File: src/rtl/phy_seq_pkg.sv
package phy_seq_pkg;
  localparam int DW = 16;
  localparam int AW = 5;
  localparam int RW = 5;

  localparam logic [RW-1:0] REG_CTL  = 5'd0;
  localparam logic [RW-1:0] REG_STAT = 5'd1;
  localparam logic [RW-1:0] REG_LADV = 5'd4;
  localparam logic [RW-1:0] REG_LPRT = 5'd5;
  localparam logic [RW-1:0] REG_GADV = 5'd9;
  localparam logic [RW-1:0] REG_GPRT = 5'd10;

  localparam int CTL_RST    = 15;
  localparam int CTL_SPD_HI = 13;
  localparam int CTL_ANEN   = 12;
  localparam int CTL_FULL   = 8;
  localparam int CTL_SPD_LO = 6;
  localparam int STAT_EXT   = 8;
  localparam int STAT_ANOK  = 5;

  typedef enum logic [4:0] {
    S_IDLE, S_SCAN, S_PRE, S_RSTW, S_POST, S_FORCE, S_ANPOLL, S_TORD,
    S_GADV, S_GPRT, S_GDEC, S_LADV, S_LPRT, S_LDEC, S_DOWN, S_DONE, S_FAIL
  } seq_state_t;

  typedef struct packed {
    logic gbit;
    logic m100;
    logic full;
  } link_mode_t;
endpackage

File: src/rtl/phy_mgmt_port.sv
module phy_mgmt_port
  import phy_seq_pkg::*;
(
  input  logic          clk,
  input  logic          rst_n,
  input  logic          issue,
  input  logic          op_wr,
  input  logic [AW-1:0] op_phy,
  input  logic [RW-1:0] op_reg,
  input  logic [DW-1:0] op_wdata,
  output logic          busy,
  output logic          xfer_done,
  output logic [DW-1:0] xfer_rdata,
  output logic          req_valid,
  input  logic          req_ready,
  output logic          req_write,
  output logic [AW-1:0] req_phy,
  output logic [RW-1:0] req_reg,
  output logic [DW-1:0] req_wdata,
  input  logic          rsp_valid,
  input  logic [DW-1:0] rsp_data
);
  logic wait_rsp;

  assign busy = req_valid | wait_rsp;

  always_ff @(posedge clk or negedge rst_n) begin
    if (!rst_n) begin
      req_valid  <= 1'b0;
      wait_rsp   <= 1'b0;
      xfer_done  <= 1'b0;
      xfer_rdata <= '0;
      req_write  <= 1'b0;
      req_phy    <= '0;
      req_reg    <= '0;
      req_wdata  <= '0;
    end else begin
      xfer_done <= 1'b0;
      if (issue && !busy) begin
        req_valid <= 1'b1;
        req_write <= op_wr;
        req_phy   <= op_phy;
        req_reg   <= op_reg;
        req_wdata <= op_wdata;
      end
      if (req_valid && req_ready) begin
        req_valid <= 1'b0;
        wait_rsp  <= 1'b1;
      end
      if (wait_rsp && rsp_valid) begin
        wait_rsp   <= 1'b0;
        xfer_done  <= 1'b1;
        xfer_rdata <= rsp_data;
      end
    end
  end
endmodule

File: src/rtl/phy_seq_timer.sv
module phy_seq_timer #(
  parameter int unsigned LIMIT = 1000
) (
  input  logic clk,
  input  logic rst_n,
  input  logic clr,
  input  logic run,
  output logic expired
);
  localparam int CW = $clog2(LIMIT + 1);
  localparam logic [CW-1:0] LIM = CW'(LIMIT);

  logic [CW-1:0] cnt;

  assign expired = (cnt >= LIM);

  always_ff @(posedge clk or negedge rst_n) begin
    if (!rst_n)
      cnt <= '0;
    else if (clr)
      cnt <= '0;
    else if (run && !expired)
      cnt <= cnt + 1'b1;
  end
endmodule

File: src/rtl/phy_mode_resolve.sv
module phy_mode_resolve
  import phy_seq_pkg::*;
(
  input  logic       ext_ok,
  input  logic [1:0] gadv,     // [1]=full cap, [0]=half cap (local)
  input  logic [1:0] gprt,     // [1]=full cap, [0]=half cap (partner)
  input  logic [2:0] ladv,     // [2]=100F [1]=100H [0]=10F
  input  logic [2:0] lprt,
  input  logic       gbit_mac,
  output logic       gig_pick,
  output logic       need_down,
  output link_mode_t res_mode
);
  logic [1:0] gcom;
  logic [2:0] lcom;
  logic       gig_full, sp, fd;

  assign gcom = gadv & gprt & {2{ext_ok}};
  assign lcom = ladv & lprt;

  assign gig_pick  = |gcom;
  assign gig_full  = gcom[1];
  assign need_down = gig_pick & ~gbit_mac;

  always_comb begin
    sp = 1'b0;
    fd = 1'b0;
    if (lcom[2]) begin
      sp = 1'b1; fd = 1'b1;
    end else if (lcom[1]) begin
      sp = 1'b1;
    end else if (lcom[0]) begin
      fd = 1'b1;
    end
  end

  always_comb begin
    if (gig_pick && gbit_mac)
      res_mode = '{gbit: 1'b1, m100: 1'b0, full: gig_full};
    else if (need_down)
      res_mode = '{gbit: 1'b0, m100: sp, full: 1'b0};
    else
      res_mode = '{gbit: 1'b0, m100: sp, full: fd};
  end
endmodule

File: src/rtl/phy_mode_seq.sv
module phy_mode_seq
  import phy_seq_pkg::*;
#(
  parameter int unsigned CLK_KHZ    = 200000,
  parameter int unsigned TIMEOUT_MS = 3000
) (
  input  logic          clk,
  input  logic          rst_n,
  input  logic          start,
  input  logic          scan_en,
  input  logic [AW-1:0] def_addr,
  input  logic          gbit_mac,
  output logic          mreq_valid,
  input  logic          mreq_ready,
  output logic          mreq_write,
  output logic [AW-1:0] mreq_phy,
  output logic [RW-1:0] mreq_reg,
  output logic [DW-1:0] mreq_wdata,
  input  logic          mrsp_valid,
  input  logic [DW-1:0] mrsp_data,
  output logic [AW-1:0] phy_addr,
  output logic          link_gbit,
  output logic          link_100,
  output logic          link_full,
  output logic          done,
  output logic          fail
);
  localparam int unsigned LIMIT = CLK_KHZ * TIMEOUT_MS;
  localparam logic [AW-1:0] LAST_ADDR = {AW{1'b1}};

  seq_state_t    state;
  logic          issued, running, start_acc, issue;
  logic          xfer_state, op_wr;
  logic [RW-1:0] op_reg;
  logic [DW-1:0] op_wdata;
  logic          port_busy, xfer_done, expired;
  logic [DW-1:0] d;
  logic [DW-1:0] ctl_q;
  logic          ext_q;
  logic [1:0]    gadv_q, gprt_q;
  logic [2:0]    ladv_q, lprt_q;
  logic [AW-1:0] addr_q;
  link_mode_t    mode_q, res_mode;
  logic          done_q, fail_q, gig_pick, need_down;

  assign running   = !(state inside {S_IDLE, S_DONE, S_FAIL});
  assign start_acc = start & ~running;

  always_comb begin
    xfer_state = 1'b1;
    op_wr      = 1'b0;
    op_reg     = REG_CTL;
    op_wdata   = '0;
    unique case (state)
      S_SCAN, S_PRE, S_POST, S_TORD: op_reg = REG_CTL;
      S_RSTW: begin
        op_wr    = 1'b1;
        op_wdata = ctl_q | (DW'(1) << CTL_RST);
      end
      S_FORCE:  op_wr = 1'b1;
      S_ANPOLL: op_reg = REG_STAT;
      S_GADV:   op_reg = REG_GADV;
      S_GPRT:   op_reg = REG_GPRT;
      S_LADV:   op_reg = REG_LADV;
      S_LPRT:   op_reg = REG_LPRT;
      S_DOWN: begin
        op_wr    = 1'b1;
        op_wdata = DW'(res_mode.m100) << CTL_SPD_HI;
      end
      default:  xfer_state = 1'b0;
    endcase
  end

  assign issue = xfer_state & ~issued & ~port_busy;

  phy_mgmt_port u_port (
    .clk, .rst_n, .issue, .op_wr, .op_phy(addr_q), .op_reg, .op_wdata,
    .busy(port_busy), .xfer_done, .xfer_rdata(d),
    .req_valid(mreq_valid), .req_ready(mreq_ready), .req_write(mreq_write),
    .req_phy(mreq_phy), .req_reg(mreq_reg), .req_wdata(mreq_wdata),
    .rsp_valid(mrsp_valid), .rsp_data(mrsp_data)
  );

  phy_seq_timer #(.LIMIT(LIMIT)) u_timer (
    .clk, .rst_n, .clr(start_acc || state == S_SCAN), .run(running), .expired
  );

  phy_mode_resolve u_res (
    .ext_ok(ext_q), .gadv(gadv_q), .gprt(gprt_q), .ladv(ladv_q), .lprt(lprt_q),
    .gbit_mac, .gig_pick, .need_down, .res_mode
  );

  always_ff @(posedge clk or negedge rst_n) begin
    if (!rst_n) begin
      state  <= S_IDLE;
      issued <= 1'b0;
      addr_q <= '0;
      ctl_q  <= '0;
      ext_q  <= 1'b0;
      gadv_q <= '0;
      gprt_q <= '0;
      ladv_q <= '0;
      lprt_q <= '0;
      mode_q <= '0;
      done_q <= 1'b0;
      fail_q <= 1'b0;
    end else if (start_acc) begin
      state  <= scan_en ? S_SCAN : S_PRE;
      addr_q <= scan_en ? '0 : def_addr;
      issued <= 1'b0;
      ctl_q  <= '0;
      ext_q  <= 1'b0;
      gadv_q <= '0;
      gprt_q <= '0;
      ladv_q <= '0;
      lprt_q <= '0;
      mode_q <= '0;
      done_q <= 1'b0;
      fail_q <= 1'b0;
    end else begin
      if (issue) issued <= 1'b1;
      if (state == S_GDEC) begin
        if (gig_pick && gbit_mac) begin
          mode_q <= res_mode; done_q <= 1'b1; state <= S_DONE;
        end else
          state <= S_LADV;
      end
      if (state == S_LDEC) begin
        if (need_down) state <= S_DOWN;
        else begin
          mode_q <= res_mode; done_q <= 1'b1; state <= S_DONE;
        end
      end
      if (xfer_done) begin
        issued <= 1'b0;
        unique case (state)
          S_SCAN: begin
            if (d != '0 && d != '1) state <= S_PRE;
            else if (addr_q == LAST_ADDR) begin
              addr_q <= def_addr;
              state  <= S_PRE;
            end else
              addr_q <= addr_q + 1'b1;
          end
          S_PRE: begin
            if (!d[CTL_RST]) begin
              ctl_q <= d;
              state <= S_RSTW;
            end else if (expired) begin
              fail_q <= 1'b1; state <= S_FAIL;
            end
          end
          S_RSTW: state <= S_POST;
          S_POST: begin
            if (!d[CTL_RST]) begin
              ctl_q <= d;
              state <= d[CTL_ANEN] ? S_ANPOLL : S_FORCE;
            end else if (expired) begin
              fail_q <= 1'b1; state <= S_FAIL;
            end
          end
          S_FORCE: begin
            mode_q <= '0; done_q <= 1'b1; state <= S_DONE;
          end
          S_ANPOLL: begin
            if (d[STAT_ANOK]) begin
              ext_q <= d[STAT_EXT];
              state <= d[STAT_EXT] ? S_GADV : S_LADV;
            end else if (expired)
              state <= S_TORD;
          end
          S_TORD: begin
            mode_q <= '{gbit: d[CTL_SPD_LO] & ~d[CTL_SPD_HI],
                        m100: ~d[CTL_SPD_LO] & d[CTL_SPD_HI],
                        full: d[CTL_FULL]};
            done_q <= 1'b1;
            state  <= S_DONE;
          end
          S_GADV: begin gadv_q <= d[9:8];   state <= S_GPRT; end
          S_GPRT: begin gprt_q <= d[11:10]; state <= S_GDEC; end
          S_LADV: begin ladv_q <= d[8:6];   state <= S_LPRT; end
          S_LPRT: begin lprt_q <= d[8:6];   state <= S_LDEC; end
          S_DOWN: begin
            mode_q <= res_mode; done_q <= 1'b1; state <= S_DONE;
          end
          default: ;
        endcase
      end
    end
  end

  assign phy_addr  = addr_q;
  assign link_gbit = mode_q.gbit;
  assign link_100  = mode_q.m100;
  assign link_full = mode_q.full;
  assign done      = done_q;
  assign fail      = fail_q;
endmodule

File: config.mk
export PLATFORM = sky130hd
export DESIGN_NAME = phy_mode_seq
export DESIGN_NICKNAME = d
export VERILOG_FILES = /design/src/rtl/phy_seq_pkg.sv /design/src/rtl/phy_mgmt_port.sv /design/src/rtl/phy_seq_timer.sv /design/src/rtl/phy_mode_resolve.sv /design/src/rtl/phy_mode_seq.sv
export SDC_FILE = /design/constraint.sdc
export NUM_CORES = 1
export LEC_CHECK = 0
export BUFFER_PORTS_ARGS = -buffer_cell sky130_fd_sc_hd__buf_4
export CAP_MARGIN = 20
export CORE_AREA = 10 10 127 129
export CTS_BUF_LIST = sky130_fd_sc_hd__clkbuf_4 sky130_fd_sc_hd__clkbuf_8
export DETAILED_ROUTE_END_ITERATION = 8
export DIE_AREA = 0 0 137 139
export HOLD_SLACK_MARGIN = 0.15
export PLACE_DENSITY_LB_ADDON = 0.08
export SYNTH_ARGS = -nofsm -noshare
export SYNTH_HDL_FRONTEND = slang
export SYNTH_SLANG_ARGS = --single-unit
File: constraint.sdc
create_clock -name clk -period 2.76 [get_ports clk]
set_clock_uncertainty 0.1 [all_clocks]
set_input_delay 0.552 -clock clk [delete_from_list [all_inputs] [get_ports clk]]
set_output_delay 0.552 -clock clk [all_outputs]
set_load 0.005 [all_outputs]
==> metrics.txt, run 1 <==
# TYPE chip_impl_metric gauge
chip_impl_info{name="run_status",value="finished clean"} 1
chip_impl_info{name="crit_type",value="flop to flop"} 1
chip_impl_metric{name="design.die.area",unit="mm^2"} 0.0190
chip_impl_metric{name="die-width",unit="um"} 137
chip_impl_metric{name="arrival_time_at_the_worst_endpoint",unit="ns"} 2.80
chip_impl_metric{name="sequential_cell_area",unit="mm^2"} 0.00293
chip_impl_metric{name="first_global_vias",unit=""} 5050
chip_impl_metric{name="antenna_violations_before_repair",unit=""} 0
chip_impl_metric{name="grt_remaining_overflow",unit=""} 0
chip_impl_metric{name="post-route-cell-area",unit="mm^2"} 0.00714
chip_impl_metric{name="final_max_slew_viol_count",unit=""} 0
chip_impl_info{name="clock_tree_from_tritoncts",value="yes"} 1
chip_impl_metric{name="switchingPower",unit="W"} 0.000883
chip_impl_metric{name="nets",unit=""} 699
chip_impl_metric{name="cts-resized-gates",unit=""} 0
chip_impl_metric{name="layoutNonFillerInstCount",unit=""} 860
chip_impl_metric{name="drive_gt1_share",unit="%"} 24.3
chip_impl_info{name="startpoint_type",value="flop"} 1
chip_impl_metric{name="floorplan.core_area",unit="mm^2"} 0.0137
chip_impl_metric{name="ys_types",unit=""} 78
chip_impl_metric{name="routabilityCongestion",unit=""} 0.870
chip_impl_metric{name="layout_overhead_on_the_synthesized_area",unit="%"} 18.8
chip_impl_metric{name="first_iter_violations",unit=""} 256
chip_impl_metric{name="gr-usage-all-layers",unit="%"} 17.4
chip_impl_metric{name="synth-seq-cells",unit=""} 117
chip_impl_metric{name="regToRegSetupSlack",unit="ns"} 0.23
chip_impl_metric{name="power.share.switching",unit="%"} 25.0
chip_impl_info{name="min_delay_worst_endpoint",value="u_port.wait_rsp$_DFFE_PN0P_"} 1
chip_impl_metric{name="grt_first_pass_wirelength",unit="um"} 26600
chip_impl_metric{name="insertedDiodeCount",unit=""} 0
chip_impl_metric{name="synth_warnings",unit=""} 0
chip_impl_metric{name="drt-vias-per-instance",unit=""} 5.69
chip_impl_metric{name="largest_reg_flops",unit=""} 30
chip_impl_metric{name="ioPinCount",unit=""} 66
chip_impl_metric{name="number_of_max_capacitance_violations_reported",unit=""} 0
chip_impl_info{name="critical_path.cell_chain",value="and2_1 -> a32o_1 -> nand2_1 -> nand2_2 -> or4_1 -> nand2_1"} 1
chip_impl_metric{name="postSynthNetCount",unit=""} 628
chip_impl_metric{name="initial_core_util",unit="%"} 44.0
chip_impl_info{name="worstReg2RegEnd",value="u_timer.cnt[12]$_DFFE_PN0P_"} 1
chip_impl_metric{name="dp_area",unit="mm^2"} 0.00673
chip_impl_info{name="critPathMostFrequentCell",value="nand2_1"} 1
chip_impl_info{name="grt_setup_unrepaired",value="false"} 1
chip_impl_metric{name="r2r.worst_path.cells",unit=""} 6
chip_impl_info{name="worstSetupEndpointType",value="flop"} 1
chip_impl_metric{name="fin_worst_hold_slack",unit="ns"} 0.207
chip_impl_info{name="synth.top_cells.by_count",value="dfrtp_1 (117), nor2_1 (59), nand2_1 (48), a21oi_1 (35), o21ai_0 (25)"} 1
chip_impl_metric{name="required",unit="ns"} 3.03
chip_impl_info{name="synthMostInstantiatedCell",value="dfrtp_1"} 1
chip_impl_metric{name="timing_worst_slew_pin_value",unit="ns"} 0.669
chip_impl_metric{name="power.total",unit="W"} 0.00354
chip_impl_metric{name="min_path_cells",unit=""} 2
chip_impl_metric{name="period_utilization",unit="%"} 91.7
chip_impl_metric{name="async_flop_share",unit="%"} 100
chip_impl_info{name="worst_path_max_delay_cell",value="or4_1"} 1
chip_impl_metric{name="finalHoldViolations",unit=""} 0
chip_impl_metric{name="drt.antenna.violating_nets",unit=""} 0
chip_impl_metric{name="path_clk_slew",unit="ns"} 0.08
chip_impl_metric{name="dp_cells",unit=""} 827
chip_impl_metric{name="seqPwrFrac",unit="%"} 51.7
chip_impl_info{name="launch_point_of_the_critical_path",value="state[0]$_DFF_PN0_"} 1
chip_impl_metric{name="number_of_fill_cells",unit=""} 1290
chip_impl_metric{name="wire_per_inst",unit="um"} 18.6
chip_impl_info{name="hold_path.class",value="primary input to flop"} 1
chip_impl_metric{name="total_leakage_power",unit="nW"} 3.05
chip_impl_metric{name="cts_sinks",unit=""} 117
chip_impl_metric{name="cts_buffer_depth",unit=""} 2
chip_impl_metric{name="drcViolationCount",unit=""} 0
chip_impl_metric{name="routed_wirelength",unit="um"} 16000
chip_impl_info{name="reg2reg_from",value="state[0]$_DFF_PN0_"} 1
chip_impl_metric{name="multiInputGateArea",unit="mm^2"} 0.00288
chip_impl_metric{name="ys_seq_area_share",unit="%"} 48.7
chip_impl_metric{name="netlist_instances",unit=""} 596
chip_impl_metric{name="pin_count_of_the_biggest_net_entering_global_routing",unit=""} 45
chip_impl_info{name="layout_top_registers",value="u_timer.cnt (30), u_port.req_wdata (16), u_port.xfer_rdata (16)"} 1
chip_impl_info{name="synth.top_cells.by_area",value="dfrtp_1 (49%), nor2_1 (3.7%), mux2_2 (3.6%)"} 1
chip_impl_metric{name="power.share.clock",unit="%"} 44.3
chip_impl_metric{name="placementRows",unit=""} 43
chip_impl_metric{name="setup_violations",unit=""} 0
chip_impl_metric{name="tightest_slew_margin_relative_to_the_limit",unit="%"} 55.3
chip_impl_metric{name="number_of_enable_type_register_cells_in_the_synthesized_netlist",unit=""} 0
chip_impl_metric{name="setup_tns",unit="ns"} 0
chip_impl_info{name="root_buffer",value="clkbuf_8"} 1
chip_impl_metric{name="post_synth.cell_area_avg",unit="um^2"} 10.1
chip_impl_metric{name="critPathMaxStageDelay",unit="ns"} 0.58
chip_impl_metric{name="power_per_cell_area",unit="mW/mm^2"} 495
chip_impl_metric{name="half_perimeter_wire_length_after_detailed_placement",unit="um"} 11800
chip_impl_metric{name="vdd_ir_drop_max",unit="mV"} 0.307
chip_impl_metric{name="num_vias",unit=""} 4897
chip_impl_metric{name="drt_first_pass_iters",unit=""} 5
chip_impl_metric{name="netlist.area_leader.share",unit="%"} 48.7
chip_impl_metric{name="dieHeight",unit="um"} 139
chip_impl_metric{name="clk-insertion-delay-late",unit="ns"} 0.44
chip_impl_metric{name="cellInternalPower",unit="W"} 0.00265
chip_impl_info{name="synth_top_cell_by_area",value="dfrtp_1"} 1
chip_impl_info{name="hold_start",value="mrsp_valid"} 1
chip_impl_metric{name="netlist_area",unit="mm^2"} 0.00602
chip_impl_info{name="ys_dominant_reg_cell",value="dfrtp_1"} 1
chip_impl_info{name="register_ranked_first_by_flip_flop_count",value="u_timer.cnt"} 1
chip_impl_metric{name="fmaxAchievable",unit="MHz"} 395
chip_impl_metric{name="clock_tree.htree_level_count",unit=""} 4
chip_impl_metric{name="placement.io_buffers",unit=""} 64
chip_impl_metric{name="pwr-share-comb",unit="%"} 3.9
chip_impl_metric{name="min_period",unit="ns"} 2.53
chip_impl_metric{name="worst_path_fanout_max",unit=""} 20
chip_impl_metric{name="cts-buffers-inserted",unit=""} 17
## cell families after synthesis
logic type	after synthesis	synth area share, %
simple gates	239	22.2
compound gates	141	16.7
flops	117	48.7
buf+inv	47	3.54
mux	36	6.39
xor+xnor	11	1.60
fa+ha+maj	4	0.832
other cells	1	0.0623
## power by group through the flow
stage	clock (W)	combinational (W)	sequential, W
6_report	0.00157	0.000139	0.00183
5_1_grt	0.00170	0.000158	0.00184
4_1_cts	0.00161	0.000143	0.00183
3_5_place_dp	0	0.000141	0.00186
3_3_place_gp	0	0.000140	0.00186
2_1_floorplan	0	0.0000662	0.00182
## layout by cell type (no fill, tap or decap), types with 4 or more instances in the layout
cell and instances:
dfrtp_1 117, buf_4 81, nor2_1 59, nand2_1 48, a21oi_1 35, o21ai_0 25, a22o_1 23, nand3_1 19
mux2_2 19, clkbuf_8 18, nor3_1 17, mux2i_1 17, inv_1 15, nand4_1 14, or3_1 12, o31ai_1 11
nand3b_1 9, a31oi_1 7, xnor2_1 7, or4_1 7, nand2b_1 6, and2_1 6, nor4_1 6, clkinv_4 6
a211oi_1 5, xor2_1 4, o21a_1 4, ha_1 4
## worst max path at each step
stage                                       end  slack (ns)  cells after the start
finish              u_timer.cnt[12]$_DFFE_PN0P_        0.23                      6
global route        u_timer.cnt[15]$_DFFE_PN0P_        0.03                      6
global placement    u_timer.cnt[15]$_DFFE_PN0P_        0.30                      6
floorplan           u_timer.cnt[20]$_DFFE_PN0P_        0.70                      8
CTS                 u_timer.cnt[15]$_DFFE_PN0P_        0.23                      6
detailed placement  u_timer.cnt[15]$_DFFE_PN0P_        0.24                      6
## stage by stage
stage                     util, %  setup WS [ns]
after floorplan                 -          0.701
after detailed placement     49.3          0.245
after global routing         52.3         0.0301
after CTS                    52.3          0.231
after global placement       49.3          0.297
final                        52.3          0.229
## worst max-delay path: cells and delay by family, from the launching register on
family           cells  cell delay, ns
AO/OA/AOI/OAI        1            0.37
AND/OR/NAND/NOR      5            1.48
flip-flops           1            0.50
## per-layer routing
metal  vias to the layer above  wire length [um]  track usage [%]
met1                      2427              7040             21.7
met4                         0               465             7.60
met3                        32               606             4.60
met5                         -                 0                0
li1                       2340                 -                -
met2                        98              7910             27.6
## area by class of cell
| type | count | share of cell area (%) |
|---|---|---|
| sequential | 117 | 41.0 |
| multi-input combinational | 432 | 40.2 |
| timing repair buffer | 84 | 9.21 |
| clock buffer | 18 | 3.47 |
| tap | 180 | 3.15 |
| clock inverter | 14 | 2.15 |
| inverter | 15 | 0.788 |
## repair_timing
| action | CTS | global route |
|---|---|---|
| hold buffers | 1 | 0 |
| hold endpoints to repair | 34 | 0 |
| setup buffers | 0 | 0 |
Power figures use the tool's default switching activity.
==> run 2, diff against run 1 <==
CORE_AREA = 10 10 111 113   (was 10 10 127 129)
DIE_AREA = 0 0 121 123   (was 0 0 137 139)
==> run 2 against run 1 <==
  * Fmax up 0.45%
  * Final cell count down 5.6%
  * Critical endpoint is now u_port.req_wdata[13]$_DFFE_PN0P_
  * Clock power rose by 12%
  * Die area decreased by 22%
  * Critical path type unchanged
  * Largest cell class unchanged
==> metrics.txt, run 2 (synthesis results as in run 1) <==
# TYPE chip_impl_metric gauge
chip_impl_metric{name="seqPwrFrac",unit="%"} 48.9
chip_impl_metric{name="clock_tree.htree_level_count",unit=""} 4
chip_impl_info{name="clock_tree_from_tritoncts",value="yes"} 1
chip_impl_metric{name="finalHoldViolations",unit=""} 0
chip_impl_metric{name="gr-usage-all-layers",unit="%"} 21.8
chip_impl_metric{name="cellInternalPower",unit="W"} 0.00287
chip_impl_info{name="crit_type",value="flop to flop"} 1
chip_impl_metric{name="drt.antenna.violating_nets",unit=""} 0
chip_impl_metric{name="power_per_cell_area",unit="mW/mm^2"} 525
chip_impl_metric{name="power.share.switching",unit="%"} 23.1
chip_impl_metric{name="vdd_ir_drop_max",unit="mV"} 0.446
chip_impl_info{name="layout_common_cells",value="dfrtp_1 (117), buf_4 (77), nor2_1 (59)"} 1
chip_impl_metric{name="grt_first_pass_wirelength",unit="um"} 25900
chip_impl_info{name="gr_busiest_metal",value="met2"} 1
chip_impl_metric{name="dieHeight",unit="um"} 123
chip_impl_metric{name="number_of_max_capacitance_violations_reported",unit=""} 0
chip_impl_metric{name="ioPinCount",unit=""} 66
chip_impl_metric{name="cts_buffer_depth",unit=""} 2
chip_impl_metric{name="met1_usage",unit="%"} 25.9
chip_impl_metric{name="layout_overhead_on_the_synthesized_area",unit="%"} 18.1
chip_impl_metric{name="half_perimeter_wire_length_after_detailed_placement",unit="um"} 11100
chip_impl_metric{name="routabilityCongestion",unit=""} 0.929
chip_impl_metric{name="drcViolationCount",unit=""} 0
chip_impl_metric{name="worst_path_fanout_max",unit=""} 16
chip_impl_metric{name="min_period",unit="ns"} 2.52
chip_impl_metric{name="num_vias",unit=""} 4991
chip_impl_metric{name="drt_first_pass_iters",unit=""} 5
chip_impl_metric{name="tightest_slew_margin_relative_to_the_limit",unit="%"} 25.9
chip_impl_metric{name="cts_sinks",unit=""} 117
chip_impl_metric{name="floorplan.core_area",unit="mm^2"} 0.0101
chip_impl_info{name="layout_commonest_cell",value="dfrtp_1"} 1
chip_impl_metric{name="preCtsSetupSlack",unit="ns"} 0.213
chip_impl_metric{name="arrival_time_at_the_worst_endpoint",unit="ns"} 2.80
chip_impl_metric{name="placement.io_buffers",unit=""} 64
chip_impl_metric{name="drive_gt1_share",unit="%"} 24.0
chip_impl_metric{name="first_iter_violations",unit=""} 510
chip_impl_metric{name="cts_setup_buffers",unit=""} 0
chip_impl_metric{name="largest_reg_flops",unit=""} 30
chip_impl_info{name="run_status",value="finished clean"} 1
chip_impl_metric{name="dp_cells",unit=""} 779
chip_impl_metric{name="antenna_violations_before_repair",unit=""} 0
chip_impl_metric{name="setup_tns",unit="ns"} 0
chip_impl_metric{name="pin_count_of_the_biggest_net_entering_global_routing",unit=""} 44
chip_impl_info{name="root_buffer",value="clkbuf_8"} 1
chip_impl_metric{name="insertedDiodeCount",unit=""} 0
chip_impl_metric{name="wire_per_inst",unit="um"} 19.2
chip_impl_metric{name="die-width",unit="um"} 121
chip_impl_metric{name="layoutNonFillerInstCount",unit=""} 812
chip_impl_metric{name="routed_wirelength",unit="um"} 15600
chip_impl_metric{name="groute.layer.met3.usage",unit="%"} 5.06
chip_impl_metric{name="setup_violations",unit=""} 0
chip_impl_metric{name="number_of_fill_cells",unit=""} 789
chip_impl_metric{name="final_max_slew_viol_count",unit=""} 0
chip_impl_metric{name="nets",unit=""} 695
chip_impl_metric{name="fmaxAchievable",unit="MHz"} 397
chip_impl_metric{name="initial_core_util",unit="%"} 59.3
chip_impl_metric{name="grtUsageMet2",unit="%"} 36.8
chip_impl_metric{name="path_clk_slew",unit="ns"} 0.07
chip_impl_metric{name="design.die.area",unit="mm^2"} 0.0149
chip_impl_metric{name="switchingPower",unit="W"} 0.000863
chip_impl_metric{name="cts-buffers-inserted",unit=""} 17
chip_impl_metric{name="pwr-share-comb",unit="%"} 3.9
chip_impl_metric{name="total_leakage_power",unit="nW"} 3.05
chip_impl_metric{name="clk-insertion-delay-late",unit="ns"} 0.44
chip_impl_metric{name="setup_slack",unit="ns"} 0.240
chip_impl_metric{name="power.total",unit="W"} 0.00373
chip_impl_info{name="hold_path.class",value="primary input to flop"} 1
chip_impl_metric{name="drt-vias-per-instance",unit=""} 6.15
chip_impl_metric{name="grt_remaining_overflow",unit=""} 0
chip_impl_info{name="grt_setup_unrepaired",value="false"} 1
chip_impl_info{name="worstSetupEndpointType",value="flop"} 1
chip_impl_metric{name="first_global_vias",unit=""} 5084
chip_impl_metric{name="power.share.clock",unit="%"} 47.3
chip_impl_info{name="startpoint_type",value="flop"} 1
chip_impl_metric{name="period_utilization",unit="%"} 91.3
chip_impl_metric{name="required",unit="ns"} 3.04
chip_impl_metric{name="placementRows",unit=""} 37
chip_impl_info{name="register_ranked_first_by_flip_flop_count",value="u_timer.cnt"} 1
chip_impl_metric{name="timing_worst_slew_pin_value",unit="ns"} 1.10
chip_impl_info{name="layout_top_registers",value="u_timer.cnt (30), u_port.req_wdata (16), u_port.xfer_rdata (16)"} 1
## run 2: final cells by class
cell class	instances	area (um^2)	share of cell area, %
Sequential cell	117	2930	41.2
Tap cell	136	170	2.40
Inverter	15	56.3	0.793
Clock inverter	11	174	2.45
Multi-Input combinational cell	432	2880	40.5
Timing Repair Buffer	80	628	8.84
Clock buffer	21	270	3.80
## run 2: through the flow
stage | hold slack, ns | util, % | cell area (um^2)
2_1_floorplan | 0.156 | - | 6020
3_3_place_gp | 0.365 | 65.6 | 6650
3_5_place_dp | 0.372 | 65.6 | 6650
4_1_cts | 0.180 | 70.0 | 7100
5_1_grt | 0.181 | 70.1 | 7100
6_report | 0.193 | 70.1 | 7100
## run 2: final timing paths
kind,startpoint,endpoint,depth (start not counted),slack (ns)
setup / recovery,state[2]$_DFF_PN0_,u_port.req_wdata[13]$_DFFE_PN0P_,6,0.24
hold / removal,mrsp_valid,u_port.wait_rsp$_DFFE_PN0P_,2,0.19
setup reg to reg,state[2]$_DFF_PN0_,u_port.req_wdata[13]$_DFFE_PN0P_,6,0.24
hold reg to reg,u_port.req_reg[2]$_DFFE_PN0P_,u_port.req_reg[2]$_DFFE_PN0P_,2,0.38
max in group asynchronous,rst_n,u_port.req_wdata[8]$_DFFE_PN0P_,3,1.43
min in group asynchronous,rst_n,u_timer.cnt[14]$_DFFE_PN0P_,2,0.53
## run 2: timing repair
action | in CTS | in global routing
resized for setup | 0 | 1
hold buffers | 1 | 0
setup endpoints to repair | 0 | 2
endpoints found under the hold margin | 36 | 0
## run 2: worst max-delay path: stages (launching register included)
cell and delay (ns):
dfrtp_1 0.49, a31oi_1 0.26, o31ai_1 0.13, nor3_1 0.23
nand2b_1 0.13, nor3_2 0.84, a221o_1 0.28
## run 2: power groups by stage
stage | Sequential [W] | Clock [W] | Combinational, W
floorplan | 0.00182 | 0 | 0.0000662
global placement | 0.00185 | 0 | 0.000143
detailed placement | 0.00186 | 0 | 0.000146
CTS | 0.00182 | 0.00178 | 0.000148
global route | 0.00183 | 0.00185 | 0.000162
finish | 0.00182 | 0.00176 | 0.000144
## run 2: layer usage
layer,vias up,wire length (um)
li1,2326,-
met1,2483,6590
met3,35,682
met5,-,0
met2,147,7910
met4,0,436
==> run 3, diff against run 2 <==
CORE_AREA = 10 10 115 117   (was 10 10 111 113)
DIE_AREA = 0 0 125 127   (was 0 0 121 123)
SYNTH_HIERARCHICAL = 1   (was not set)
==> run 3 against run 2 <==
  * Synthesized area up 7.7%
  * Wire length decreased by 0.56%
  * Total power up 77%
  * Critical path depth grew 1
  * Hold slack better by 0.0025 ns
  * Sequential cell count increased by 1
  * Design area rose by 6.4%
  * Critical path type unchanged
  * Largest cell class is now multi-input combinational cells
==> metrics.txt, run 3 <==
# TYPE chip_impl_metric gauge
chip_impl_info{name="run_status",value="finished clean"} 1
chip_impl_info{name="reg2reg_from",value="state[3]$_DFF_PN0_"} 1
chip_impl_metric{name="drt_first_pass_iters",unit=""} 5
chip_impl_metric{name="grt_first_pass_wirelength",unit="um"} 25800
chip_impl_metric{name="placement.io_buffers",unit=""} 65
chip_impl_metric{name="post_synth.cell_area_avg",unit="um^2"} 10.6
chip_impl_info{name="synth.top_cells.by_count",value="dfrtp_1 (118), nor2_1 (48), mux2_2 (38), a21oi_1 (29), o21ai_0 (28)"} 1
chip_impl_metric{name="path_clk_slew",unit="ns"} 0.07
chip_impl_metric{name="final_max_slew_viol_count",unit=""} 0
chip_impl_metric{name="vdd_ir_drop_max",unit="mV"} 0.662
chip_impl_metric{name="required",unit="ns"} 3.03
chip_impl_metric{name="dieHeight",unit="um"} 127
chip_impl_metric{name="ys_types",unit=""} 75
chip_impl_metric{name="synth-seq-cells",unit=""} 118
chip_impl_info{name="layout_commonest_cell",value="dfrtp_1"} 1
chip_impl_metric{name="preCtsSetupSlack",unit="ns"} 0.112
chip_impl_info{name="clock_tree_from_tritoncts",value="yes"} 1
chip_impl_metric{name="setup_violations",unit=""} 0
chip_impl_metric{name="synth_warnings",unit=""} 6
chip_impl_metric{name="fmaxAchievable",unit="MHz"} 388
chip_impl_info{name="register_ranked_first_by_flip_flop_count",value="u_timer/cnt"} 1
chip_impl_metric{name="design.die.area",unit="mm^2"} 0.0159
chip_impl_info{name="hold_path.class",value="primary input to flop"} 1
chip_impl_metric{name="compound_cell_area_share_of_the_yosys_netlist",unit="%"} 13.1
chip_impl_metric{name="ioPinCount",unit=""} 66
chip_impl_info{name="crit_type",value="flop to flop"} 1
chip_impl_metric{name="clock_tree.htree_level_count",unit=""} 4
chip_impl_metric{name="postSynthNetCount",unit=""} 644
chip_impl_metric{name="yosys.area_share.simple",unit="%"} 20.7
chip_impl_metric{name="half_perimeter_wire_length_after_detailed_placement",unit="um"} 10800
chip_impl_metric{name="routed_wirelength",unit="um"} 15500
chip_impl_metric{name="drcViolationCount",unit=""} 0
chip_impl_info{name="synthMostInstantiatedCell",value="dfrtp_1"} 1
chip_impl_info{name="worstSetupEndpointType",value="flop"} 1
chip_impl_metric{name="fraction_of_the_mapped_netlist_area_in_adder_cells",unit="%"} 0.773
chip_impl_metric{name="netlist_instances",unit=""} 612
chip_impl_metric{name="netlist.area_leader.share",unit="%"} 45.6
chip_impl_info{name="root_buffer",value="clkbuf_8"} 1
chip_impl_metric{name="worst_path_fanout_max",unit=""} 15
chip_impl_info{name="launch_point_of_the_critical_path",value="state[3]$_DFF_PN0_"} 1
chip_impl_metric{name="cts_setup_buffers",unit=""} 0
chip_impl_metric{name="grt_remaining_overflow",unit=""} 0
chip_impl_metric{name="antenna_violations_before_repair",unit=""} 0
chip_impl_metric{name="cts-buffers-inserted",unit=""} 17
chip_impl_metric{name="netlist_area",unit="mm^2"} 0.00648
chip_impl_info{name="hold_start",value="mrsp_valid"} 1
chip_impl_metric{name="wire_per_inst",unit="um"} 18.4
chip_impl_metric{name="setup_tns",unit="ns"} 0
chip_impl_metric{name="arrival_time_at_the_worst_endpoint",unit="ns"} 2.85
chip_impl_metric{name="power_per_cell_area",unit="mW/mm^2"} 873
chip_impl_info{name="layout_common_cells",value="dfrtp_1 (118), buf_4 (91), nor2_1 (48)"} 1
chip_impl_info{name="synth_top_cell_by_area",value="dfrtp_1"} 1
chip_impl_info{name="layout_top_registers",value="u_timer/cnt (30), u_port/req_wdata (16), u_port/xfer_rdata (16)"} 1
chip_impl_metric{name="cts_buffer_depth",unit=""} 2
chip_impl_metric{name="layout_overhead_on_the_synthesized_area",unit="%"} 16.7
chip_impl_metric{name="tightest_slew_margin_relative_to_the_limit",unit="%"} 60.1
chip_impl_metric{name="min_period",unit="ns"} 2.58
chip_impl_metric{name="placementRows",unit=""} 39
chip_impl_metric{name="finalHoldViolations",unit=""} 0
chip_impl_info{name="ys_dominant_reg_cell",value="dfrtp_1"} 1
chip_impl_metric{name="pin_count_of_the_biggest_net_entering_global_routing",unit=""} 64
chip_impl_metric{name="drt.antenna.violating_nets",unit=""} 0
chip_impl_metric{name="number_of_max_capacitance_violations_reported",unit=""} 0
chip_impl_metric{name="first_global_vias",unit=""} 5099
chip_impl_metric{name="routabilityCongestion",unit=""} 0.883
chip_impl_info{name="synth.top_cells.by_area",value="dfrtp_1 (46%), mux2_2 (6.6%), mux2_4 (4.4%)"} 1
chip_impl_metric{name="largest_reg_flops",unit=""} 30
chip_impl_metric{name="yosys-mux-area-fraction",unit="%"} 14.6
chip_impl_metric{name="synth_xor_xnor_area_share",unit="%"} 0.541
chip_impl_metric{name="initial_core_util",unit="%"} 58.2
chip_impl_info{name="synth_top_family_by_area",value="simple AND/OR/NAND/NOR gates"} 1
chip_impl_metric{name="nets",unit=""} 719
chip_impl_metric{name="die-width",unit="um"} 125
chip_impl_metric{name="first_iter_violations",unit=""} 317
chip_impl_metric{name="gr-usage-all-layers",unit="%"} 19.6
chip_impl_info{name="startpoint_type",value="flop"} 1
chip_impl_metric{name="insertedDiodeCount",unit=""} 0
chip_impl_info{name="grt_setup_unrepaired",value="false"} 1
chip_impl_metric{name="setup_slack",unit="ns"} 0.181
chip_impl_metric{name="number_of_enable_type_register_cells_in_the_synthesized_netlist",unit=""} 0
chip_impl_metric{name="ys_seq_area_share",unit="%"} 45.6
chip_impl_metric{name="timing_worst_slew_pin_value",unit="ns"} 0.599
chip_impl_metric{name="total_leakage_power",unit="nW"} 3.42
chip_impl_metric{name="period_utilization",unit="%"} 93.4
chip_impl_metric{name="drt-vias-per-instance",unit=""} 6.10
chip_impl_metric{name="num_vias",unit=""} 5137
chip_impl_metric{name="cts_sinks",unit=""} 118
chip_impl_metric{name="clk-insertion-delay-late",unit="ns"} 0.45
chip_impl_metric{name="drive_gt1_share",unit="%"} 29.3
chip_impl_metric{name="async_flop_share",unit="%"} 100
chip_impl_metric{name="floorplan.core_area",unit="mm^2"} 0.0111
==> run 3: changes by cell type after synthesis, moves of 12 or more <==
cell / previous run / this run
a22o_1: 23 / 10
mux2_2: 19 / 38
mux2_4: 0 / 19
nand2_1: 48 / 26
nor2b_1: 3 / 15
==> run 3: layout make-up <==
type | instances | area (um^2)
fill | 882 | 3570
clock inverter | 7 | 93.8
timing repair buffer | 94 | 733
tap | 143 | 179
inverter | 13 | 48.8
multi-input combinational | 443 | 3230
sequential | 118 | 2950
clock buffer | 24 | 318
==> run 3: final timing paths <==
check	cells after the start	to	slack [ns]
max	7	u_timer/cnt[26]$_DFFE_PN0P_	0.18
min	2	u_port/wait_rsp$_DFFE_PN0P_	0.20
max reg2reg	7	u_timer/cnt[26]$_DFFE_PN0P_	0.18
min reg2reg	1	ctl_q[3]$_DFFE_PN0P_	0.40
max in group asynchronous	3	u_port/xfer_rdata[14]$_DFFE_PN0P_	1.36
min in group asynchronous	2	u_timer/cnt[22]$_DFFE_PN0P_	0.50
==> run 3: what timing repair did <==
item / 4_1_cts / 5_1_grt
hold buffers: 1 / 0
endpoints found under the hold margin: 30 / 0
resized for setup: 0 / 1
setup endpoints to repair: 0 / 3
==> run 3: cells by family after synthesis <==
logic type | Yosys count
xor+xnor | 4
compound gates | 121
simple gates | 233
mux | 80
other cells | 1
buf+inv | 51
flops | 118
fa+ha+maj | 4
==> run 3: critical path, cell delays in order (launching register included) <==
cell     delay (ns)
dfrtp_1        0.39
nor2b_1        0.15
a41oi_1        0.30
nand4_1        0.13
a211o_1        0.25
or4b_4         0.60
or4_1          0.42
a21oi_1        0.15
==> run 3: per-stage QoR <==
stage | total power, W | utilization (%) | instances | area, um^2 | hold WS, ns
global route | 0.00701 | 67.9 | 842 | 7560 | 0.180
CTS | 0.00664 | 67.9 | 842 | 7560 | 0.164
floorplan | 0.00421 | - | 612 | 6480 | 0.156
finish | 0.00660 | 67.9 | 842 | 7560 | 0.195
global placement | 0.00490 | 64.1 | 810 | 7140 | 0.380
detailed placement | 0.00498 | 64.1 | 810 | 7140 | 0.379
==> run 3: power by group <==
part / total, W / switching [W] / internal [W]
logic: 0.00243 / 0.00131 / 0.00112
clock network: 0.00164 / 0.000701 / 0.000936
registers: 0.00254 / 0.000425 / 0.00211
total: 0.00660 / 0.00243 / 0.00417
==> run 3: routing by layer <==
layer  wire (um)  GRT usage (%)  vias to the layer above  share of wire, %
li1            -              -                     2416                 -
met1        7090           25.5                     2539                46
met2        7340           30.7                      157                47
met3         801           4.96                       25               5.2
met4         294           7.93                        0               1.9
met5           0              0                        -                 0
